===== src/rtl/coh_pkg.sv =====
`timescale 1ns/1ps
package coh_pkg;
  localparam int ST_W   = 4;
  localparam int EV_W   = 5;
  localparam int PERM_W = 2;
  localparam int ACT_W  = 14;
  localparam int EV_IN_MAX = 17;

  typedef enum logic [ST_W-1:0] {
    ST_I = 4'd0, ST_S = 4'd1, ST_O = 4'd2, ST_M = 4'd3, ST_MM = 4'd4,
    ST_IM = 4'd5, ST_SM = 4'd6, ST_OM = 4'd7, ST_ISM = 4'd8,
    ST_MW = 4'd9, ST_MMW = 4'd10, ST_IS = 4'd11, ST_SS = 4'd12,
    ST_OI = 4'd13, ST_MI = 4'd14, ST_II = 4'd15
  } coh_state_e;

  typedef enum logic [EV_W-1:0] {
    EV_LOAD = 5'd0, EV_IFETCH = 5'd1, EV_STORE = 5'd2, EV_REPL = 5'd3,
    EV_FGETS = 5'd4, EV_FMGETS = 5'd5, EV_FDMA = 5'd6, EV_FGETX = 5'd7,
    EV_FINV = 5'd8, EV_WBACK = 5'd9, EV_WBNACK = 5'd10,
    EV_ACK = 5'd11, EV_SACK = 5'd12, EV_DATA = 5'd13, EV_SDATA = 5'd14,
    EV_XDATA = 5'd15, EV_DONE = 5'd16, EV_DONE_NOSH = 5'd17,
    EV_FGETS_NM = 5'd18, EV_BAD = 5'd19
  } coh_ev_e;

  typedef enum logic [PERM_W-1:0] {
    PERM_NONE = 2'd0, PERM_RO = 2'd1, PERM_RW = 2'd3
  } coh_perm_e;

  localparam int A_DATA   = 0;
  localparam int A_DSH    = 1;
  localparam int A_DEX    = 2;
  localparam int A_ACK    = 3;
  localparam int A_ASH    = 4;
  localparam int A_GETS   = 5;
  localparam int A_GETX   = 6;
  localparam int A_PUT    = 7;
  localparam int A_WBC    = 8;
  localparam int A_WBD    = 9;
  localparam int A_WXC    = 10;
  localparam int A_WXD    = 11;
  localparam int A_UBS    = 12;
  localparam int A_UBM    = 13;
endpackage


===== src/rtl/coh_ev_classify.sv =====
`timescale 1ns/1ps
module coh_ev_classify
  import coh_pkg::*;
(
  input  logic [EV_W-1:0] ev_code,
  input  logic            line_atomic,
  input  logic            no_mig_en,
  output coh_ev_e         ev
);
  always_comb begin
    if (ev_code > EV_W'(EV_IN_MAX)) begin
      ev = EV_BAD;
    end else if (ev_code == EV_FGETS && line_atomic && no_mig_en) begin
      ev = EV_FGETS_NM;  // migration suppressed
    end else begin
      ev = coh_ev_e'(ev_code);
    end
  end
endmodule


===== src/rtl/coh_perm_map.sv =====
`timescale 1ns/1ps
module coh_perm_map
  import coh_pkg::*;
(
  input  coh_state_e st,
  output coh_perm_e  perm
);
  always_comb begin
    unique case (st)
      ST_MM, ST_MMW:       perm = PERM_RW;
      ST_S, ST_MW, ST_ISM: perm = PERM_RO;
      default:             perm = PERM_NONE;
    endcase
  end
endmodule


===== src/rtl/coh_xition.sv =====
`timescale 1ns/1ps
module coh_xition
  import coh_pkg::*;
(
  input  coh_state_e       cur,
  input  coh_ev_e          ev,
  input  logic             live,
  input  logic             line_dirty,
  output coh_state_e       nxt,
  output logic [ACT_W-1:0] act,
  output logic             rec,
  output logic             bad,
  output logic             pinc
);
  logic rd, st, rp, fr, fx, rsp_ack, dat, done;

  always_comb begin
    rd      = (ev == EV_LOAD) || (ev == EV_IFETCH);
    st      = (ev == EV_STORE);
    rp      = (ev == EV_REPL);
    fr      = (ev == EV_FGETS) || (ev == EV_FGETS_NM) || (ev == EV_FMGETS) || (ev == EV_FDMA);
    fx      = (ev == EV_FGETX) || (ev == EV_FINV);
    rsp_ack = (ev == EV_ACK) || (ev == EV_SACK);
    dat     = (ev == EV_DATA) || (ev == EV_SDATA);
    done    = (ev == EV_DONE) || (ev == EV_DONE_NOSH);
  end

  always_comb begin
    nxt  = cur;
    act  = '0;
    rec  = 1'b0;
    bad  = 1'b0;
    pinc = 1'b0;
    if (live) begin
      unique case (cur)
        // invalid line
        ST_I: begin
          if (rd)            begin nxt = ST_IS; act[A_GETS] = 1'b1; end
          else if (st)       begin nxt = ST_IM; act[A_GETX] = 1'b1; end
          else if (rp)       begin end
          else if (fr || fx) act[A_ACK] = 1'b1;
          else               bad = 1'b1;
        end
        ST_S: begin
          if (rd)            begin end
          else if (st)       begin nxt = ST_SM; act[A_GETX] = 1'b1; end
          else if (rp)       nxt = ST_I;
          else if (fr)       act[A_ASH] = 1'b1;  // DMA and merged too
          else if (fx)       begin nxt = ST_I; act[A_ACK] = 1'b1; end
          else               bad = 1'b1;
        end
        ST_O: begin
          if (rd)            begin end
          else if (st)       begin nxt = ST_OM; act[A_GETX] = 1'b1; end
          else if (rp)       begin nxt = ST_OI; act[A_PUT] = 1'b1; end
          else if (fr)       act[A_DSH] = 1'b1;
          else if (fx)       begin nxt = ST_I; act[A_DATA] = 1'b1; end
          else               bad = 1'b1;
        end
        ST_M: begin
          if (rd)            begin end
          else if (st)       nxt = ST_MM;
          else if (rp)       begin nxt = ST_MI; act[A_PUT] = 1'b1; end
          else if (ev == EV_FDMA) act[A_DSH] = 1'b1;
          else if (fr)       begin nxt = ST_O; act[A_DSH] = 1'b1; end
          else if (fx)       begin nxt = ST_I; act[A_DEX] = 1'b1; end
          else               bad = 1'b1;
        end
        ST_MM: begin
          if (rd || st)      begin end
          else if (rp)       begin nxt = ST_MI; act[A_PUT] = 1'b1; end
          else if (ev == EV_FGETS) begin nxt = ST_I; act[A_DEX] = 1'b1; end
          else if (ev == EV_FDMA)  act[A_DSH] = 1'b1;
          else if (fr)       begin nxt = ST_O; act[A_DSH] = 1'b1; end
          else if (fx)       begin nxt = ST_I; act[A_DEX] = 1'b1; end
          else               bad = 1'b1;
        end
        // waiting for data after a GETX
        ST_IM: begin
          if (rd || st || rp) rec = 1'b1;
          else if (fr || fx)  act[A_ACK] = 1'b1;
          else if (rsp_ack)   begin end
          else if (dat)       nxt = ST_ISM;
          else if (ev == EV_XDATA) nxt = ST_MMW;
          else                bad = 1'b1;
        end
        ST_SM: begin
          if (rd)             begin end
          else if (st || rp)  rec = 1'b1;
          else if (fr)        act[A_ASH] = 1'b1;
          else if (fx)        begin nxt = ST_IM; act[A_ACK] = 1'b1; end
          else if (rsp_ack)   begin end
          else if (dat)       nxt = ST_ISM;
          else if (ev == EV_XDATA) nxt = ST_MMW;
          else                bad = 1'b1;
        end
        ST_OM: begin
          if (rd)             begin end
          else if (st || rp)  rec = 1'b1;
          else if (fr)        act[A_DSH] = 1'b1;
          else if (fx)        begin nxt = ST_IM; act[A_DATA] = 1'b1; pinc = 1'b1; end
          else if (rsp_ack)   begin end
          else if (done)      begin nxt = ST_MM; act[A_UBM] = 1'b1; end
          else                bad = 1'b1;
        end
        ST_ISM: begin
          if (rd)             begin end
          else if (st || rp)  rec = 1'b1;
          else if (fr || fx)  act[A_ACK] = 1'b1;
          else if (rsp_ack)   begin end
          else if (done)      begin nxt = ST_MM; act[A_UBM] = 1'b1; end
          else                bad = 1'b1;
        end
        ST_MW: begin
          if (rd)             begin end
          else if (st)        nxt = ST_MMW;
          else if (rp || fr || fx) rec = 1'b1;
          else if (rsp_ack)   begin end
          else if (ev == EV_DONE_NOSH) begin nxt = ST_M; act[A_UBM] = 1'b1; end
          else                bad = 1'b1;
        end
        ST_MMW: begin
          if (rd || st)       begin end
          else if (rp || fr || fx) rec = 1'b1;
          else if (rsp_ack)   begin end
          else if (done)      begin nxt = ST_MM; act[A_UBM] = 1'b1; end
          else                bad = 1'b1;
        end
        ST_IS: begin
          if (rd || st || rp) rec = 1'b1;
          else if (fr || fx)  act[A_ACK] = 1'b1;
          else if (rsp_ack)   begin end
          else if (dat)       nxt = ST_SS;
          else if (ev == EV_XDATA) nxt = ST_MW;
          else                bad = 1'b1;
        end
        ST_SS: begin
          if (rd)             begin end
          else if (st || rp)  rec = 1'b1;
          else if (fr || fx)  act[A_ACK] = 1'b1;
          else if (rsp_ack)   begin end
          else if (done)      begin nxt = ST_S; act[A_UBS] = 1'b1; end
          else                bad = 1'b1;
        end
        ST_OI, ST_MI: begin
          if (rd || st || rp) rec = 1'b1;
          else if (fr)        act[A_DSH] = 1'b1;
          else if (fx)        begin nxt = ST_II; act[A_DATA] = 1'b1; end
          else if (ev == EV_WBACK) begin
            nxt = ST_I;
            if (cur == ST_MI) begin
              if (line_dirty) act[A_WXD] = 1'b1;
              else            act[A_WXC] = 1'b1;
            end else begin
              if (line_dirty) act[A_WBD] = 1'b1;
              else            act[A_WBC] = 1'b1;
            end
          end
          else                bad = 1'b1;
        end
        ST_II: begin
          if (rd || st || rp) rec = 1'b1;
          else if (fr || fx)  act[A_ACK] = 1'b1;
          else if (ev == EV_WBACK || ev == EV_WBNACK) nxt = ST_I;
          else                bad = 1'b1;
        end
        default: bad = 1'b1;
      endcase
    end
  end
endmodule


===== src/rtl/line_coh_ctrl.sv =====
`timescale 1ns/1ps
module line_coh_ctrl
  import coh_pkg::*;
(
  input  logic              clk,
  input  logic              rst_n,
  input  logic              ev_valid,
  input  logic [EV_W-1:0]   ev_code,
  input  logic              line_atomic,
  input  logic              no_mig_en,
  input  logic              line_dirty,
  output logic [ST_W-1:0]   state_o,
  output logic [PERM_W-1:0] perm_o,
  output logic [ACT_W-1:0]  act_o,
  output logic              pend_inc_o,
  output logic              recycle_o,
  output logic              err_o
);
  coh_state_e st_q, st_d;
  coh_ev_e    ev;
  coh_perm_e  perm;

  coh_ev_classify u_cls (
    .ev_code(ev_code), .line_atomic(line_atomic), .no_mig_en(no_mig_en), .ev(ev)
  );

  coh_xition u_xit (
    .cur(st_q), .ev(ev), .live(ev_valid), .line_dirty(line_dirty),
    .nxt(st_d), .act(act_o), .rec(recycle_o), .bad(err_o), .pinc(pend_inc_o)
  );

  coh_perm_map u_perm (.st(st_q), .perm(perm));

  always_ff @(posedge clk or negedge rst_n) begin
    if (!rst_n) st_q <= ST_I;
    else        st_q <= st_d;
  end

  assign state_o = st_q;
  assign perm_o  = perm;

  p_idle_quiet_r1: assert property (@(posedge clk) disable iff (!rst_n)
    !ev_valid |-> (act_o == '0 && !recycle_o && !err_o && !pend_inc_o));
  p_idle_hold_r1: assert property (@(posedge clk) disable iff (!rst_n)
    !ev_valid |=> $stable(state_o));
  p_rw_perm_r2: assert property (@(posedge clk) disable iff (!rst_n)
    (perm_o == PERM_RW) |-> (st_q == ST_MM || st_q == ST_MMW));
  p_put_target_r4: assert property (@(posedge clk) disable iff (!rst_n)
    act_o[A_PUT] |=> (st_q == ST_OI || st_q == ST_MI));
  p_unblock_m_r8: assert property (@(posedge clk) disable iff (!rst_n)
    act_o[A_UBM] |=> (st_q == ST_M || st_q == ST_MM));
  p_wb_to_inv_r9: assert property (@(posedge clk) disable iff (!rst_n)
    (act_o[A_WBC] || act_o[A_WBD] || act_o[A_WXC] || act_o[A_WXD]) |=> (st_q == ST_I));
  p_recycle_hold_r10: assert property (@(posedge clk) disable iff (!rst_n)
    recycle_o |=> $stable(state_o));
  p_pend_inc_r11: assert property (@(posedge clk) disable iff (!rst_n)
    pend_inc_o |=> (st_q == ST_IM));
  p_err_hold_r12: assert property (@(posedge clk) disable iff (!rst_n)
    err_o |=> $stable(state_o));
  p_act_onehot_r13: assert property (@(posedge clk) disable iff (!rst_n)
    $onehot0(act_o));
  p_exclusive_r13: assert property (@(posedge clk) disable iff (!rst_n)
    (recycle_o || err_o) |-> (act_o == '0 && !(recycle_o && err_o)));
endmodule


===== config.mk =====
export PLATFORM = sky130hd
export DESIGN_NAME = line_coh_ctrl
export DESIGN_NICKNAME = d
export VERILOG_FILES = /design/src/rtl/coh_pkg.sv /design/src/rtl/coh_ev_classify.sv /design/src/rtl/coh_perm_map.sv /design/src/rtl/coh_xition.sv /design/src/rtl/line_coh_ctrl.sv
export SDC_FILE = /design/constraint.sdc
export NUM_CORES = 1
export LEC_CHECK = 0
export ABC_AREA = 1
export BUFFER_PORTS_ARGS = -buffer_cell sky130_fd_sc_hd__buf_4
export CORE_MARGIN = 2
export CORE_UTILIZATION = 30
export CTS_CLUSTER_DIAMETER = 120
export DETAILED_ROUTE_END_ITERATION = 10
export GPL_TIMING_DRIVEN = 0
export HOLD_SLACK_MARGIN = 0.1
export SLEW_MARGIN = 5
export SYNTH_ARGS = -nofsm -noshare
export SYNTH_HDL_FRONTEND = slang
export SYNTH_SLANG_ARGS = --single-unit

===== constraint.sdc =====
create_clock -name clk -period 6.23 [get_ports clk]
set_clock_uncertainty 0.15 [all_clocks]
set_input_delay 1.246 -clock clk [delete_from_list [all_inputs] [get_ports clk]]
set_output_delay 1.246 -clock clk [all_outputs]
set_load 0.02 [all_outputs]

==> results.md, run 1 <==
* Status: finished, final reports clean
* Worst setup EP type: primary output
* Post-route ant nets at 0
* Post-synth EDFFs at 0
* Routed via count at 2091
* Layout cells sized above 1 at 20.4%
* Startpoint Class: primary input
* Clock transition at the registers of the reported paths at about 0.03 ns
* Synth top cells by count: 84 x nand2_1, 52 x nor2_1, 44 x inv_1
* Final instance area at between 1500 and 2000 sq um
* Worst hold-check path type: reg -> reg
* Gate family responsible for the most delay along the worst path: simple AND/OR/NAND/NOR gates
* Global-route wire length before repair at between 9000 and 10000 um
* GRT overflow at 0
* CTS Root Buffer Type: clkbuf_8
* Post-Synthesis Cells at approximately 300
* CTS hold repair buffers at 0
* # nets final at 351
* H-tree depth at 1
* CTS tree: built
* RSZ-0062 raised after global routing: no
* Starting density of the core at 31.3%
* Filler cell count in the final layout at 554
* Post-CTS sizing at 0
* Gr usage total at 21.4%
* Port bufs at 32
* I/O pin count at 34
* Hold Slack at roughly 0.47 ns
* Area contributors post-synth: nand2_1 21%, nor2_1 13%, nand3_1 12%
* TritonCTS buffer count at 3
* Fin crit share at around 74%
* Vias per cell at a little over 5
* Setup TNS at 0 ns
* WP depth at 12
* Worst vdd ir at ~0.00015 V
* Synth Warn # at 0
* Worst path slowest cell: a41oi_1
* Dominant cell type by area after synthesis: nand2_1
* Post-synthesis sequential area ratio at just under 7%
* FMAX at between 200 and 250 MHz
* Syn_nets at around 310
* Syn Area/Cell at just under 5 sq um
* Leak at 1.04 nW
* Clk sinks at 4
* Main flop type after synthesis: dfrtp_1
* Chip width at about 74 um
* CP peak stage delay at between 0.5 and 0.6 ns
* Synth cell types at 28
* Pwr dens at 308 nW/um^2
* Worst rel slew slack at a little over 50%
* TritonRoute pass-1 iters at 5
* Slew @ Worst Pin at between 0.7 and 0.8 ns
* Vias in the first global route at around 1.9k
* Total core area at about 4700 sq um
* Hold path cells at 2
* Required @ worst endpoint at 4.83 ns
* Crit Path Class: in -> out
* Count leader, synth: nand2_1
* Post-Syn Area at roughly 1500 sq um
* Worst R2R Path Depth at 13
* DRC at 0
* Synth top area share at a little over a fifth
* Antenna cells at 0
* Worst EP arrival at between 3 and 4 ns
* Area growth, synth to finish at 24.7%
* Cell Area, Placed at around 1800 sq um
* Postcts setup bufs at 0
* CP bufs+invs at 2
* Clk_lat worst skew at 0.21 ns
* Number of antenna violations at the first check in global routing at 0
* Largest net degree at the start of global routing at 11
* DRT iter0 DRCs at between 150 and 200
* Min cycle time layout at approximately 4.6 ns
* Seq cells post-synth at 4
* Final hold violation count at 0
* Max Fanout on Critical Path at 5
* Critical path, cell by cell: buf_4 > nor2_1 > nand2_1 > nor2_2 > a41oi_1 > nand2_2 > nor2_4 > nand2_2 > nor2_1 > nand2_1 > a21oi_1 > buf_4
* DP HPWL at 4620 um
* Post-synth ARST share at between 90% and 100%
* Clock tree buffer depth at 2
* Number of flip-flops in the largest register at 4
* Wire per inst at about 14 um
* Slew Limit Fails at 0
* Final RePlAce weighted congestion at between 1 and 1.5
* Die H at around 74 um
* Die Area at between 5000 and 6000 sq um
* Setup violations, final at 0
* Max-cap violations at 0
* # rows at 25
* Power Total at between 0.0005 and 0.0006 W
* Wirelength, routed at ~5700 um
-- area by class of cell --
type / count / area, sq um / share of cell area, %
sequential: 4 / 100 / 5.43
buffer: 5 / 27.5 / 1.49
multi-input combinational: 246 / 1170 / 63.5
timing repair buffer: 32 / 240 / 13.0
inverter: 48 / 180 / 9.78
tap: 67 / 83.8 / 4.55
clock buffer: 3 / 41.3 / 2.24
-- per-layer routing --
| metal | GRT usage, % | vias up | wire length (um) |
|---|---|---|---|
| met3 | 3.66 | 10 | 580 |
| met4 | 3.03 | 0 | 96 |
| met1 | 30.3 | 934 | 2420 |
| li1 | - | 1039 | - |
| met5 | 0 | - | 0 |
| met2 | 34.7 | 108 | 2570 |
-- path summary, 6_finish.rpt --
kind | start | end | slack [ns]
worst max-delay path | ev_code[0] | err_o | 1.61
worst min-delay path | state_o[3]$_DFFE_PN0P_ | state_o[3]$_DFFE_PN0P_ | 0.47
worst max register to register | state_o[1]$_DFFE_PN0P_ | state_o[1]$_DFFE_PN0P_ | 3.81
worst min register to register | state_o[3]$_DFFE_PN0P_ | state_o[3]$_DFFE_PN0P_ | 0.47
max in group asynchronous | rst_n | state_o[1]$_DFFE_PN0P_ | 5.16
min in group asynchronous | rst_n | state_o[2]$_DFFE_PN0P_ | 0.67
-- tightest hold or removal path, cell delays in order, from the launching register on --
cell	delay, ns
dfrtp_1	0.45
nand2_1	0.08
nand2_1	0.05
-- cells by family after synthesis --
kind of cell	Yosys count	share of synthesized area, %
compound gates	27	10.7
buf+inv	53	14.1
flops	4	6.77
simple gates	219	68.5
-- cells in the final DEF (no fill, tap or decap), types with 8 or more instances in the layout --
cell,count
a21oi_1,9
buf_4,34
inv_1,44
nand2_1,84
nand2_2,10
nand3_1,34
nand4_1,11
nor2_1,52
nor2_2,10
nor3_1,8
o21ai_0,10
-- report_power, final --
group          switching (W)  internal (W)  leakage [nW]
clock              0.0000119     0.0000411        0.0216
combinational       0.000311      0.000151         0.970
sequential         0.0000152     0.0000380        0.0516
total               0.000338      0.000230          1.04
-- stage by stage --
stage | util (%) | setup slack (ns) | std cells
after floorplan | - | 2.02 | 303
after global placement | 38.1 | 1.71 | 402
after detailed placement | 38.1 | 1.76 | 402
after CTS | 39.0 | 1.75 | 405
after global routing | 39.0 | 1.45 | 405
final | 39.0 | 1.61 | 405
Note: power is estimated with default switching activity, not from simulation.
==> inputs of run 2 (changes only) <==
--- a/config.mk
+++ b/config.mk
@@ -5,7 +5,7 @@
 export SDC_FILE = /design/constraint.sdc
 export NUM_CORES = 1
 export LEC_CHECK = 0
-export ABC_AREA = 1
+export ABC_AREA = 0
 export BUFFER_PORTS_ARGS = -buffer_cell sky130_fd_sc_hd__buf_4
 export CORE_MARGIN = 2
 export CORE_UTILIZATION = 30
==> constraint.sdc (replaced) <==
create_clock -name clk -period 4.2 [get_ports clk]
set_clock_uncertainty 0.15 [all_clocks]
set_input_delay 0.84 -clock clk [delete_from_list [all_inputs] [get_ports clk]]
set_output_delay 0.84 -clock clk [all_outputs]
set_load 0.02 [all_outputs]
==> run 2 against run 1 <==
Compared with the run above:
- first-iteration DRC count up 73%
- synthesized cell count down 8.6%
- count of clock-buffer cells in the layout is the same
- highest routed layer unchanged
- setup slack got worse by 1.4 ns
- cell count down 5.2%
- flip-flop and latch count stayed put
- synthesized area is 12% higher
==> results.md, run 2 <==
* Status: finished, final reports clean
* Fin crit share at 94.9%
* Port bufs at 33
* Area of the multi-input gates at roughly 1400 sq um
* Layout cells sized above 1 at between 10% and 20%
* Post-synth ARST share at between 90% and 100%
* Post-route ant nets at 0
* Total core area at ~5400 sq um
* Final RePlAce weighted congestion at just over 1
* Routed via count at ~2.5k
* Worst path slowest cell: clkinv_1
* Reg2reg start: state_o[3]$_DFFE_PN0P_
* DRC at 0
* Worst R2R Path Depth at 8
* Filler cell count in the final layout at about 610
* Most common cell after layout, fill and taps aside: nor2_1
* Post-Syn Area at between 1500 and 2000 sq um
* Startpoint Class: register
* Slew Limit Fails at 0
* Seq cells post-synth at 4
* Most frequent cells in the layout: 36 x nor2_1, 33 x buf_4, 31 x nand2_1, 23 x a21oi_1, 19 x o21ai_0
* Wirelength, routed at 7310 um
* # nets final at about 330
* Count leader, synth: nor2_1
* Syn Area/Cell at between 5 and 6 sq um
* Area growth, synth to finish at 22.7%
* Wire per inst at 19.0 um
* Setup violations, final at 0
* Syn_nets at ~290
* Dominant cell type by area after synthesis: nor2_1
* Synth top area share at under 10%
* Slew @ Worst Pin at 0.786 ns
* Max-cap violations at 0
* Area contributors post-synth: nor2_1 8.2%, nand2_1 7.0%, a21oi_1 7.0%
* TritonRoute pass-1 iters at 7
* Worst vdd ir at 0.000307 V
* H-tree depth at 1
* Gr usage total at a little under a quarter
* DRT iter0 DRCs at 345
* RSZ-0062 raised after global routing: no
* Vias in the first global route at between 2k and 2.5k
* TritonCTS buffer count at 3
* FMAX at 251 MHz
* Worst rel slew slack at between 40% and 50%
* Critical path, cell by cell: buf_1 > clkinv_1 > nand2_1 > nor2_1 > nand2_1 > a31oi_1 > nor4_1 > a31oi_1 > buf_4
* Leak at around 0.74 nW
* Min cycle time layout at roughly 4.0 ns
* CTS tree: built
* Setup TNS at 0 ns
* Largest net degree at the start of global routing at 11
* Main flop type after synthesis: dfrtp_1
* Global-route wire length before repair at about 11000 um
* Required @ worst endpoint at 3.21 ns
* Post-synthesis sequential area ratio at under 10%
* Die H at between 70 and 80 um
* Worst hold-check path type: in -> async
* Post-Synthesis Cells at around 280
* Number of antenna violations at the first check in global routing at 0
* DP HPWL at ~5300 um
* Number of flip-flops in the largest register at 4
* Max Fanout on Critical Path at 10
* Clock transition at the registers of the reported paths at ~0.030 ns
* Final hold violation count at 0
* Pwr dens at ~630 nW/um^2
* CTS Root Buffer Type: clkbuf_8
* Reg area at 100 sq um
* # rows at 27
* CP peak stage delay at about 0.43 ns
* Die Area at slightly above 6000 sq um
* Clk sinks at 4
* GRT overflow at 0
* Synth Warn # at 0
* Worst EP arrival at 3.00 ns
* Worst setup EP type: primary output
* Synth top cells by count: 36 x nor2_1, 31 x nand2_1, 23 x a21oi_1
* Chip width at between 70 and 80 um
* Clock tree buffer depth at 2
* Crit Path Class: reg -> out
* I/O pin count at 34
* Worst R2R Setup Slack at roughly 1.3 ns
* Synth cell types at between 60 and 70
* Post-synth EDFFs at 0
* Vias per cell at between 6 and 7
* Worst reg2reg path endpoint: state_o[1]$_DFFE_PN0P_
* Final core occ at 37.5%
* Starting density of the core at 30.6%
* Clk_lat worst skew at 0.22 ns
* Antenna cells at 0
[run 2: cell types whose count changed in the layout (fill, tap and decap cells not counted), moves of 14 or more]
cell and delta:
a21oi_1 +14, nand2_1 -53, nand3_1 -26, inv_1 -38, clkbuf_1 +16, nor2_1 -16
[run 2: layout make-up]
type,count,area share (%)
timing repair buffer,33,12.2
multi-input combinational,237,69.2
tap,72,4.44
buffer,28,5.86
clock buffer,3,2.04
sequential,4,4.94
inverter,7,1.30
[run 2: worst max-delay path, delay by kind of cell (launching register included)]
family | cells | cell delay, ns
buf+inv | 3 | 1.02
compound gates | 2 | 0.22
flops | 1 | 0.41
simple gates | 4 | 1.11
[run 2: worst max-delay path by stage]
stage,startpoint,endpoint,slack [ns]
3_5_place_dp,ev_code[3],err_o,0.28
5_1_grt,state_o[3]$_DFFE_PN0P_,err_o,0.05
3_3_place_gp,ev_code[0],err_o,0.21
4_1_cts,ev_code[0],err_o,0.26
2_1_floorplan,ev_code[0],err_o,0.61
6_report,state_o[3]$_DFFE_PN0P_,err_o,0.21
[run 2: cell families after synthesis]
kind of cell	synth area share (%)
buf+inv	9.01
flops	6.06
xor+xnor	0.530
mux	1.89
simple gates	41.2
compound gates	40.7
fa+ha+maj	0.606
[run 2: repair_timing]
action | in CTS | in global routing
gates resized for setup | 0 | 0
hold buffers | 0 | 0
setup buffers | 0 | 0
setup endpoints to repair | 0 | 1
[run 2: routing by layer]
metal | part of all wire (%) | GRT usage (%) | routed length (um) | vias to the layer above
met5 | 0 | 0 | 0 | -
met4 | 3.4 | 9.30 | 250 | 0
met3 | 12 | 4.94 | 884 | 39
met2 | 43 | 33.7 | 3130 | 192
met1 | 42 | 32.3 | 3050 | 1108
li1 | - | - | - | 1111
[run 2: report_power, final]
group	switching [W]	internal, W
registers	0.0000212	0.0000601
clock network	0.0000205	0.0000611
logic	0.000753	0.000363
total	0.000795	0.000484
[run 2: stage by stage]
stage / instance area, sq um / hold WS [ns] / setup WS [ns] / instances / total power [W]
final: 2030 / 0.257 / 0.213 / 384 / 0.00128
after global routing: 2030 / 0.256 / 0.0456 / 384 / 0.00136
after CTS: 2030 / 0.255 / 0.256 / 385 / 0.00123
after detailed placement: 1990 / 0.487 / 0.277 / 382 / 0.00115
after global placement: 1990 / 0.486 / 0.211 / 382 / 0.00115
after floorplan: 1650 / 0.394 / 0.609 / 277 / 0.000829
